==> config.mk <==
export PLATFORM = sky130hd
export DESIGN_NAME = prc_top
export DESIGN_NICKNAME = d
export VERILOG_FILES = /design/src/rtl/prc_pkg.sv /design/src/rtl/prc_regbank.sv /design/src/rtl/prc_edge_act.sv /design/src/rtl/prc_top.sv
export SDC_FILE = /design/constraint.sdc
export NUM_CORES = 1
export LEC_CHECK = 0
export BUFFER_PORTS_ARGS = -buffer_cell sky130_fd_sc_hd__clkbuf_2
export CORE_MARGIN = 1.5
export CORE_UTILIZATION = 49
export DETAILED_ROUTE_END_ITERATION = 10
export PLACE_DENSITY_LB_ADDON = 0.3
export SLEW_MARGIN = 25
export SYNTH_ARGS = -nofsm -noshare
export SYNTH_HDL_FRONTEND = slang
export SYNTH_SLANG_ARGS = --single-unit
==> constraint.sdc <==
create_clock -name clk -period 2.1 [get_ports clk]
set_clock_uncertainty 0.1 [all_clocks]
set_input_delay 0.42 -clock clk [delete_from_list [all_inputs] [get_ports clk]]
set_output_delay 0.42 -clock clk [all_outputs]
set_load 0.01 [all_outputs]
==> src/rtl/prc_pkg.sv <==
package prc_pkg;
  localparam int unsigned DW     = 32;
  localparam int unsigned NCORE  = 2;
  localparam int unsigned IX_CORE = 0;
  localparam int unsigned IX_DMA  = 1;
  localparam int unsigned IX_TMR  = 2;
  localparam int unsigned IX_DBG  = 3;
  localparam int unsigned IX_FPD  = 4;
  localparam int unsigned IX_PER0 = 5;

  typedef struct packed {
    logic rise;
    logic fall;
  } edge_t;

  // Value loaded when the block leaves reset
  function automatic logic [DW-1:0] init_val(int unsigned ix);
    case (ix)
      IX_CORE: return 32'h0000_0017;
      IX_TMR:  return 32'h0000_000F;
      IX_DBG:  return 32'h0000_0033;
      IX_FPD:  return 32'h0000_0003;
      default: return 32'h0000_0001;
    endcase
  endfunction

  // Bits that hold state; every other bit is reserved
  function automatic logic [DW-1:0] keep_mask(int unsigned ix);
    case (ix)
      IX_CORE: return 32'h0000_0017;
      IX_TMR:  return 32'h0000_000F;
      IX_DBG:  return 32'h0000_0033;
      IX_FPD:  return 32'h0000_0003;
      default: return 32'h0000_0001;
    endcase
  endfunction

  function automatic logic [DW-1:0] apply_write(int unsigned ix, logic [DW-1:0] wd);
    return wd & keep_mask(ix);
  endfunction

  function automatic edge_t bit_edge(logic was, logic nxt);
    edge_t e;
    e.rise = !was && nxt;
    e.fall = was && !nxt;
    return e;
  endfunction
endpackage

==> src/rtl/prc_regbank.sv <==
module prc_regbank
  import prc_pkg::*;
#(
  parameter int unsigned N_PERIPH = 8,
  parameter int unsigned ADDR_W   = 5
) (
  input  logic                clk,
  input  logic                rst_n,
  input  logic                wr_en,
  input  logic [ADDR_W-1:0]   addr,
  input  logic [DW-1:0]       wdata,
  output logic [DW-1:0]       rdata,
  output logic [NCORE-1:0]    core_cur,
  output logic [NCORE-1:0]    core_nxt,
  output logic                dma_cur,
  output logic                dma_nxt,
  output logic [N_PERIPH-1:0] per_cur,
  output logic [N_PERIPH-1:0] per_nxt
);
  localparam int unsigned NREG = IX_PER0 + N_PERIPH;

  logic [NREG-1:0][DW-1:0] q;
  logic [NREG-1:0][DW-1:0] nxt;
  logic [NREG-1:0]         hit;

  for (genvar g = 0; g < NREG; g++) begin : g_reg
    localparam logic [DW-1:0] MSK = keep_mask(g);
    assign hit[g] = wr_en && (addr == ADDR_W'(g));
    assign nxt[g] = hit[g] ? apply_write(g, wdata) : q[g];

    always_ff @(posedge clk or negedge rst_n) begin
      if (!rst_n) q[g] <= init_val(g);
      else        q[g] <= nxt[g];
    end


    resv_zero_chk: assert property (@(posedge clk) disable iff (!rst_n)
      (q[g] & ~MSK) == '0);

    no_stray_write_chk: assert property (@(posedge clk) disable iff (!rst_n)
      !hit[g] |=> $stable(q[g]));
  end

  always_comb begin
    rdata = '0;
    for (int i = 0; i < NREG; i++) begin
      if (addr == ADDR_W'(i)) rdata = q[i];
    end
  end

  assign core_cur = q[IX_CORE][NCORE-1:0];
  assign core_nxt = nxt[IX_CORE][NCORE-1:0];
  assign dma_cur  = q[IX_DMA][0];
  assign dma_nxt  = nxt[IX_DMA][0];

  for (genvar p = 0; p < N_PERIPH; p++) begin : g_per
    assign per_cur[p] = q[IX_PER0+p][0];
    assign per_nxt[p] = nxt[IX_PER0+p][0];
  end
endmodule

==> src/rtl/prc_edge_act.sv <==
module prc_edge_act
  import prc_pkg::*;
(
  input  logic clk,
  input  logic rst_n,
  input  logic was,
  input  logic nxt,
  output logic rise_p,
  output logic fall_p
);
  edge_t e;
  assign e = bit_edge(was, nxt);

  always_ff @(posedge clk or negedge rst_n) begin
    if (!rst_n) begin
      rise_p <= 1'b0;
      fall_p <= 1'b0;
    end else begin
      rise_p <= e.rise;
      fall_p <= e.fall;
    end
  end


  rise_fall_excl_chk: assert property (@(posedge clk) disable iff (!rst_n)
    !(rise_p && fall_p));
endmodule

==> src/rtl/prc_top.sv <==
module prc_top
  import prc_pkg::*;
#(
  parameter int unsigned N_DMA_CH = 8,
  parameter int unsigned N_PERIPH = 8,
  parameter int unsigned ADDR_W   = 5
) (
  input  logic                clk,
  input  logic                rst_n,
  input  logic                wr_en,
  input  logic [ADDR_W-1:0]   addr,
  input  logic [31:0]         wdata,
  output logic [31:0]         rdata,
  output logic [1:0]          core_off,
  output logic [1:0]          core_on,
  output logic [N_DMA_CH-1:0] dma_rst,
  output logic [N_PERIPH-1:0] per_rst
);
  logic [NCORE-1:0]    core_cur, core_nxt;
  logic                dma_cur, dma_nxt;
  logic [N_PERIPH-1:0] per_cur, per_nxt;
  logic                dma_rise, dma_fall;
  logic [N_PERIPH-1:0] per_rise, per_fall;

  prc_regbank #(.N_PERIPH(N_PERIPH), .ADDR_W(ADDR_W)) u_bank (
    .clk(clk), .rst_n(rst_n), .wr_en(wr_en), .addr(addr), .wdata(wdata),
    .rdata(rdata), .core_cur(core_cur), .core_nxt(core_nxt),
    .dma_cur(dma_cur), .dma_nxt(dma_nxt),
    .per_cur(per_cur), .per_nxt(per_nxt)
  );

  for (genvar c = 0; c < NCORE; c++) begin : g_core
    prc_edge_act u_edge (
      .clk(clk), .rst_n(rst_n), .was(core_cur[c]), .nxt(core_nxt[c]),
      .rise_p(core_off[c]), .fall_p(core_on[c])
    );

    core_off_edge_chk: assert property (@(posedge clk) disable iff (!rst_n)
      core_off[c] |-> (core_cur[c] && !$past(core_cur[c])));

    core_on_edge_chk: assert property (@(posedge clk) disable iff (!rst_n)
      core_on[c] |-> (!core_cur[c] && $past(core_cur[c])));
  end

  prc_edge_act u_dma_edge (
    .clk(clk), .rst_n(rst_n), .was(dma_cur), .nxt(dma_nxt),
    .rise_p(dma_rise), .fall_p(dma_fall)
  );
  assign dma_rst = {N_DMA_CH{dma_rise | dma_fall}};


  dma_group_chk: assert property (@(posedge clk) disable iff (!rst_n)
    ($countones(dma_rst) == 0) || ($countones(dma_rst) == N_DMA_CH));

  for (genvar p = 0; p < N_PERIPH; p++) begin : g_per
    prc_edge_act u_edge (
      .clk(clk), .rst_n(rst_n), .was(per_cur[p]), .nxt(per_nxt[p]),
      .rise_p(per_rise[p]), .fall_p(per_fall[p])
    );
    assign per_rst[p] = per_rise[p] | per_fall[p];

    per_stable_quiet_chk: assert property (@(posedge clk) disable iff (!rst_n)
      $stable(per_cur[p]) |-> !per_rst[p]);
  end
endmodule

## After elaboration in Yosys (flattened, before gate mapping)

Index checks and enable logic that the tools add are counted.

- Register bits: 45
- Latch bits: 0
- RAM bits: 0
- ROM bits: 0
- Input port bits: 40
- Memories: 0

- Add/sub/neg operators: 0
- Multiply operators: 0
- Divide/modulo/power cells: 0
- Order comparisons: 0
- Eq/ne operators: 12
- Shift operators: 0
- Mux-type cells: 23
- Bitwise operators: 9
- Reduce and logical (&&, ||, !) cells: 58

Operator list:

| operator | count |
|---|---|
| $mux W32 | 12 |
| $logic_and A1 B1 Y1 | 35 |
| $eq A5 B4 Y1 const B | 5 |
| $logic_not A1 Y1 | 22 |
| $eq A5 B3 Y1 const B | 4 |
| $eq A5 B2 Y1 const B | 2 |
| $mux W1 | 9 |
| $or A1 B1 Y1 | 9 |
| $eq A5 B1 Y1 const B | 1 |
| $logic_not A5 Y1 | 1 |
| $mux W5 | 1 |
| $mux W2 | 1 |

## Depth between registers and ports, before layout

Gate-level depths: netlist of the first run.

- Depth after elaboration: 14
- Depth in mapped cells: 5

## Cells and area by module

Synthesis of the first run repeated with hierarchy kept, for this count alone.

- Cells, all modules: 206
- Area, all modules: 2358.5 um^2

By module, submodules not included:

| module | times used | cells each | area an instance (um^2) |
|---|---|---|---|
| prc_regbank | 1 | 146 | 1534.0 |
| prc_edge_act | 11 | 4 | 65.1 |
| prc_top | 1 | 16 | 108.9 |

## Least setup slack after synthesis of the first run

Ideal clock, no wire load.

- Kind: input port to output port
- Start: in addr[2]
- End: out rdata[0]
- Data arrival time: 1490 ps
- Data required time: 1580 ps
- Setup slack: 90 ps
- Stages on the path: 5
- Cells stage by stage: buf_4 > nand2b_1 > a2111oi_2 > a221oi_1 > a211oi_1

- Longest elaborated chain between the ends: 14
- Elaborated cells on any way between the ends: 26
- Classes of those cells: eq/ne: 12; mux: 13; reduce/logical: 1

RTL lines:

| item | RTL line | source |
|---|---|---|
| start, declared | prc_top.sv:11 | `input logic [ADDR_W-1:0] addr,` |
| $logic_not A5 Y1 | prc_regbank.sv:47 | `if (addr == ADDR_W'(i)) rdata = q[i];` |
| $mux W5 | prc_regbank.sv:47 |  |
| $mux W32 (11 in a row) | prc_regbank.sv:47 |  |
| $mux W32 * | prc_regbank.sv:47 |  |
| end, declared | prc_top.sv:13 | `output logic [31:0] rdata,` |

Every way passes the cells marked *; elsewhere a longest branch is shown, timed or not.

## Worst setup path in the final report of the first run

- Start: reg u_bank.q[128] (netlist name)
- End: out rdata[0]

- Longest elaborated chain between the ends: 9

RTL lines:

| item | RTL line | source |
|---|---|---|
| start, declared | prc_regbank.sv:22 | `logic [NREG-1:0][DW-1:0] q;` |
| start signal, assigned by index | prc_regbank.sv:32 | `if (!rst_n) q[g] <= init_val(g);` |
| start signal, assigned by index | prc_regbank.sv:33 | `else q[g] <= nxt[g];` |
| $mux W32 (9 in a row) | prc_regbank.sv:47 |  |

Every way passes these cells.

==> results.yml, run 1 <==
drt:
  vias: 1631
  routed_wl_um: 4230
  wl_per_cell_um: 13.2
  drcViolationCount: 0
  via_per_inst: 5.11
  ant_nets: 0
  first_pass_iters: 4
  initialDrtViolationCount: 73
pwr:
  total_power_mw: 2.02
  p_comb_frac: 0.144
  swShare: 0.240
  p_clk_frac: 0.325
  leakage_nw: 1.34
  vdd_drop_max_uv: 529
  power_density_nw_per_um2: 747
  p_int_mw: 1.54
  pwr-share-seq: 0.531
  switching_power_mw: 0.486
worst_setup_path:
  start_kind: "register"
  crit_type: "register to output pin"
  worst-endpoint-arrival_ns: 1.82
  crit_fanout: 2
  required_ns: 1.58
  cp-end-kind: "output pin"
floorplanning:
  dieArea_um2: 5270
  coreArea_um2: 4690
  io_pins: 92
  die_h_um: 72.6
  dieWidth_um: 72.6
  num_rows: 25
  start_util: 0.506
cells_and_area:
  final_cell_mix: "clkbuf_2, conb_1, dfstp_2"
  nets: 304
  area_growth_pct: 14.2
  fillers: 407
  design_area_um2: 2710
  drive_above_1_share: 0.475
  layout_commonest_cell: "clkbuf_2"
  insertedDiodeCount: 0
logic_synthesis:
  synthFlopType: "dfstp_2"
  yosysWarnings: 0
  synthSimpleGateAreaFrac: 0.196
  netlist_area_um2: 2370
  synth_area_per_cell_um2: 11.0
  synthMuxAreaShare: 0.0901
  synth_compound_gate_area_share: 0.0764
  synth-async-reset-ratio: 1.00
  synth_fa_ha_area_frac: 0
  yosysUniqueCellTypes: 44
  synth_seq_cells: 45
  syn_inst: 216
  synth_edf_count: 0
  yosys.area_share.xor_xnor: 0
  synth_seq_area_share: 0.487
  synth_top_family_by_area: "simple AND/OR/NAND/NOR gates"
outcome:
  status: "complete, but fails checks"
  violations: "negative setup slack"
min_path:
  worstHoldPathType: "input pin to register"
cts:
  cts.sinks: 45
  cts_tree: "done"
  cts.root.buffer_cell: "clkbuf_8"
  clockBufferDepth: 2
  clk_pin_slew_ns: 0.08
  cts_htree_levels: 2
  cts_buffers: 5
  clkLatencyLatePin_ns: 0.29
sta:
  layout_setup_ws_ns: -0.236
  max_freq_mhz: 428
  hold_viol: 0
  fin_crit_sh: 1.11
  setup_viol_count_final: 1
  rsz0062_at_grt: "yes"
  drv_slew: 0
  fin_crit_ns: 2.34
global_routing:
  track_usage: 0.171
  grt_pass1_wl_um: 6740
  grt_max_degree: 46
  grt.overflow.total: 0
  first_global_vias: 1454
  antenna_found_initial: 0
flow_run:
  max_cap_viol_count: 0
placement:
  portBuffers: 39
  place_area_um2: 2560
  dpl.hpwl_um: 3130
  gp_congestion: 0.824
[registers in the layout, indices dropped and copies added (netlist names)]
| name | flops |
|---|---|
| g_core.u_edge.fall_p | 2 |
| g_core.u_edge.rise_p | 2 |
| g_per.u_edge.fall_p | 8 |
| g_per.u_edge.rise_p | 8 |
| u_bank.core_cur | 2 |
| u_bank.dma_cur | 1 |
| u_bank.per_cur | 8 |
| u_bank.q | 12 |
| u_dma_edge.fall_p | 1 |
| u_dma_edge.rise_p | 1 |
[final cells by class]
type / count / area (um^2) / share of cell area
clock buffers: 7 / 86.3 / 0.0318
clock inverters: 1 / 30.0 / 0.0111
inverters: 3 / 11.3 / 0.00415
multi-input cells: 148 / 986 / 0.364
flip-flops and latches: 45 / 1150 / 0.426
well taps: 54 / 67.6 / 0.0249
repair buffers: 61 / 375 / 0.138
[layer usage]
layer	global-route usage	routed length, um
met1	0.221	1850
met2	0.280	2090
met3	0.0345	215
met4	0.0755	70
met5	0	0
[logic make-up after synthesis]
family                 after synthesis
AND/OR/NAND/NOR                     78
buffers and inverters               48
flip-flops                          45
AO/OA/AOI/OAI                       26
multiplexers                        18
other                                1
[cells in the mapped netlist, types with 2 or more instances]
| library cell | number | share of area |
|---|---|---|
| buf_6 | 4 | 0.019 |
| nand2_1 | 12 | 0.019 |
| buf_2 | 2 | 0.0042 |
| and3_1 | 11 | 0.029 |
| nand3_1 | 4 | 0.0084 |
| nand3b_1 | 2 | 0.0063 |
| buf_4 | 38 | 0.12 |
| inv_1 | 2 | 0.0032 |
| o31ai_1 | 6 | 0.019 |
| dfrtp_1 | 22 | 0.23 |
| nand2b_1 | 3 | 0.0079 |
| nor3_1 | 6 | 0.013 |
| nor4_1 | 5 | 0.013 |
| dfstp_2 | 23 | 0.25 |
| nor2_4 | 2 | 0.0095 |
| nor2_2 | 2 | 0.0053 |
| mux2i_1 | 3 | 0.013 |
| nor2b_1 | 2 | 0.0053 |
| nor2_1 | 7 | 0.011 |
| o21ai_0 | 12 | 0.025 |
| or2_2 | 9 | 0.024 |
| mux2_2 | 14 | 0.066 |
| nor3b_1 | 4 | 0.013 |
[worst max-delay path, stage by stage (launching register included)]
cell and delay, ns:
dfstp_2 0.53, nand3b_1 0.12, a2111oi_4 0.38, a221oi_2 0.07, a211oi_2 0.25, buf_2 0.16
[stage by stage]
stage	util	TNS [ns]	hold WS, ns	std cells	setup slack, ns
floorplan	-	0	0.0244	241	0.0895
global placement	0.545	-0.110	0.315	310	-0.110
detailed placement	0.545	-0.130	0.318	310	-0.130
CTS	0.572	-0.253	0.232	319	-0.253
global route	0.578	-0.315	0.256	319	-0.315
finish	0.578	-0.236	0.248	319	-0.236
[timing repair]
action / CTS / global route
gates resized for setup: 0 / 5
pin swaps: 2 / 2
cloned: 0 / 0
endpoints found under the hold margin: 22 / 0
endpoints found under the setup margin: 1 / 2
hold buffers: 1 / 0
buffers inserted: 0 / 0
[power groups by stage]
stage          combinational, mW  clock (mW)  sequential [mW]
3_3_place_gp               0.277           0             1.08
5_1_grt                    0.328       0.712             1.09
4_1_cts                    0.286       0.679             1.07
2_1_floorplan              0.232           0             1.07
3_5_place_dp               0.284           0             1.09
6_report                   0.292       0.657             1.07
[path summary, 6_finish.rpt]
path / slack, ns / from / cells after the start / to
max reg2reg: 1.15 / u_bank.per_cur[2]$_DFF_PN1_ / 2 / u_bank.per_cur[2]$_DFF_PN1_
min reg2reg: 0.38 / u_bank.q[128]$_DFFE_PN1P_ / 2 / u_bank.q[128]$_DFFE_PN1P_
max in group asynchronous: 1.11 / rst_n / 3 / u_bank.per_cur[2]$_DFF_PN1_
min in group asynchronous: 0.54 / rst_n / 3 / g_per[1].u_edge.rise_p$_DFF_PN0_
max: -0.24 / u_bank.q[128]$_DFFE_PN1P_ / 5 / rdata[0]
min: 0.25 / wdata[1] / 2 / g_core[1].u_edge.fall_p$_DFF_PN0_
(Power assumes the default switching activity.)
==> run 2: changes to the inputs <==
RECOVER_POWER = 25   (was default)
==> results.yml, run 2 (synthesis results as in run 1) <==
outcome:
  status: "complete, but fails checks"
  violations: "negative setup slack"
min_path:
  worstHoldPathType: "input pin to register"
  holdPathStages: 2
drt:
  drcViolationCount: 0
  vias: 1631
  first_pass_iters: 4
  ant_nets: 0
  initialDrtViolationCount: 73
  routed_wl_um: 4230
  via_per_inst: 5.11
  wl_per_cell_um: 13.3
cells_and_area:
  fillers: 409
  fin_util: 0.575
  largest_register_ffs: 12
  regMostFlops: "u_bank.q"
  layout_commonest_cell: "clkbuf_2"
  area_growth_pct: 13.6
  design_area_um2: 2700
  drive_above_1_share: 0.475
  final_cell_mix: "clkbuf_2, conb_1, dfstp_2"
  insertedDiodeCount: 0
  nets: 304
pwr:
  pwr-share-seq: 0.532
  vdd_drop_max_uv: 529
  p_comb_frac: 0.143
  power_density_nw_per_um2: 749
  p_clk_frac: 0.325
  switching_power_mw: 0.486
  swShare: 0.240
  p_int_mw: 1.53
  leakage_nw: 1.33
placement:
  pre_cts_ws_ns: -0.130
  gp_congestion: 0.824
  portBuffers: 39
  dpl.hpwl_um: 3130
  place_area_um2: 2560
worst_setup_path:
  worst-endpoint-arrival_ns: 1.82
  cp-end-kind: "output pin"
  start_kind: "register"
  required_ns: 1.58
  crit_type: "register to output pin"
  crit_fanout: 2
  rr_worst_depth: 2
global_routing:
  grt.overflow.total: 0
  grt_pass1_wl_um: 6740
  grt_max_degree: 46
  antenna_found_initial: 0
  first_global_vias: 1454
  track_usage: 0.171
cts:
  cts_tree: "done"
  clkLatencyLatePin_ns: 0.29
  post_cts_buffers: 0
  clk_pin_slew_ns: 0.08
  cts.root.buffer_cell: "clkbuf_8"
  cts.sinks: 45
  cts_htree_levels: 2
  clockBufferDepth: 2
  cts_buffers: 5
sta:
  setup_viol_count_final: 1
  worst_pin_slew_ns: 1.04
  maxSlewHeadroom: 0.305
  fin_crit_sh: 1.11
  fin_crit_ns: 2.34
  layout_setup_ws_ns: -0.236
  drv_slew: 0
  hold_viol: 0
  setup-tns-final_ns: -0.236
  max_freq_mhz: 428
  hold_ws_ns: 0.248
  rsz0062_at_grt: "yes"
floorplanning:
  dieArea_um2: 5270
  num_rows: 25
  dieWidth_um: 72.6
  die_h_um: 72.6
  io_pins: 92
  coreArea_um2: 4690
  start_util: 0.506
flow_run:
  max_cap_viol_count: 0
## run 2: cell types whose count changed in the layout (fill, tap and decap cells not counted)
cell and delta:
buf_12 -1, clkbuf_2 +1
## run 2: what timing repair did
item / 4_1_cts / 5_1_grt
endpoints found under the hold margin: 22 / 0
gates resized for setup: 0 / 5
hold buffers: 1 / 0
pin swaps: 2 / 2
setup endpoints to repair: 1 / 2
## run 2: worst max-delay path: stages, from the launching register on
cell and delay, ns:
dfstp_2 0.53, nand3b_1 0.12, a2111oi_4 0.38, a221oi_2 0.07
a211oi_2 0.25, buf_2 0.16
## run 2: worst paths after layout
kind,startpoint,endpoint,slack [ns]
worst max-delay path,u_bank.q[128]$_DFFE_PN1P_,rdata[0],-0.24
worst min-delay path,wdata[1],g_core[1].u_edge.fall_p$_DFF_PN0_,0.25
worst max register to register,u_bank.per_cur[2]$_DFF_PN1_,u_bank.per_cur[2]$_DFF_PN1_,1.15
worst min register to register,u_bank.q[128]$_DFFE_PN1P_,u_bank.q[128]$_DFFE_PN1P_,0.38
max in group asynchronous,rst_n,g_per[4].u_edge.rise_p$_DFF_PN0_,0.44
min in group asynchronous,rst_n,g_per[1].u_edge.rise_p$_DFF_PN0_,0.83
## run 2: final cells by class
class	instances	area [um^2]	area share
flip-flops and latches	45	1150	0.428
multi-input cells	148	986	0.366
repair buffers	61	360	0.134
clock buffers	7	86.3	0.0320
well taps	54	67.6	0.0251
clock inverters	1	30.0	0.0111
inverters	3	11.3	0.00418
## run 2: layer usage
layer / track usage / up-vias / wire length [um]
met5: 0 / - / 0
met4: 0.0755 / 0 / 70
met3: 0.0345 / 6 / 212
met2: 0.280 / 57 / 2090
met1: 0.221 / 780 / 1860
li1: - / 788 / -
## run 2: stage by stage
stage | instances | power, mW
after global placement | 310 | 1.36
after global routing | 319 | 2.13
final | 319 | 2.02
after floorplan | 241 | 1.30
after CTS | 319 | 2.04
after detailed placement | 310 | 1.37
## run 2: power groups by stage
stage               Clock (mW)  Combinational [mW]  Sequential, mW
finish                   0.657               0.288            1.07
global route             0.712               0.324            1.09
CTS                      0.679               0.286            1.07
detailed placement           0               0.284            1.09
global placement             0               0.277            1.08
floorplan                    0               0.232            1.07
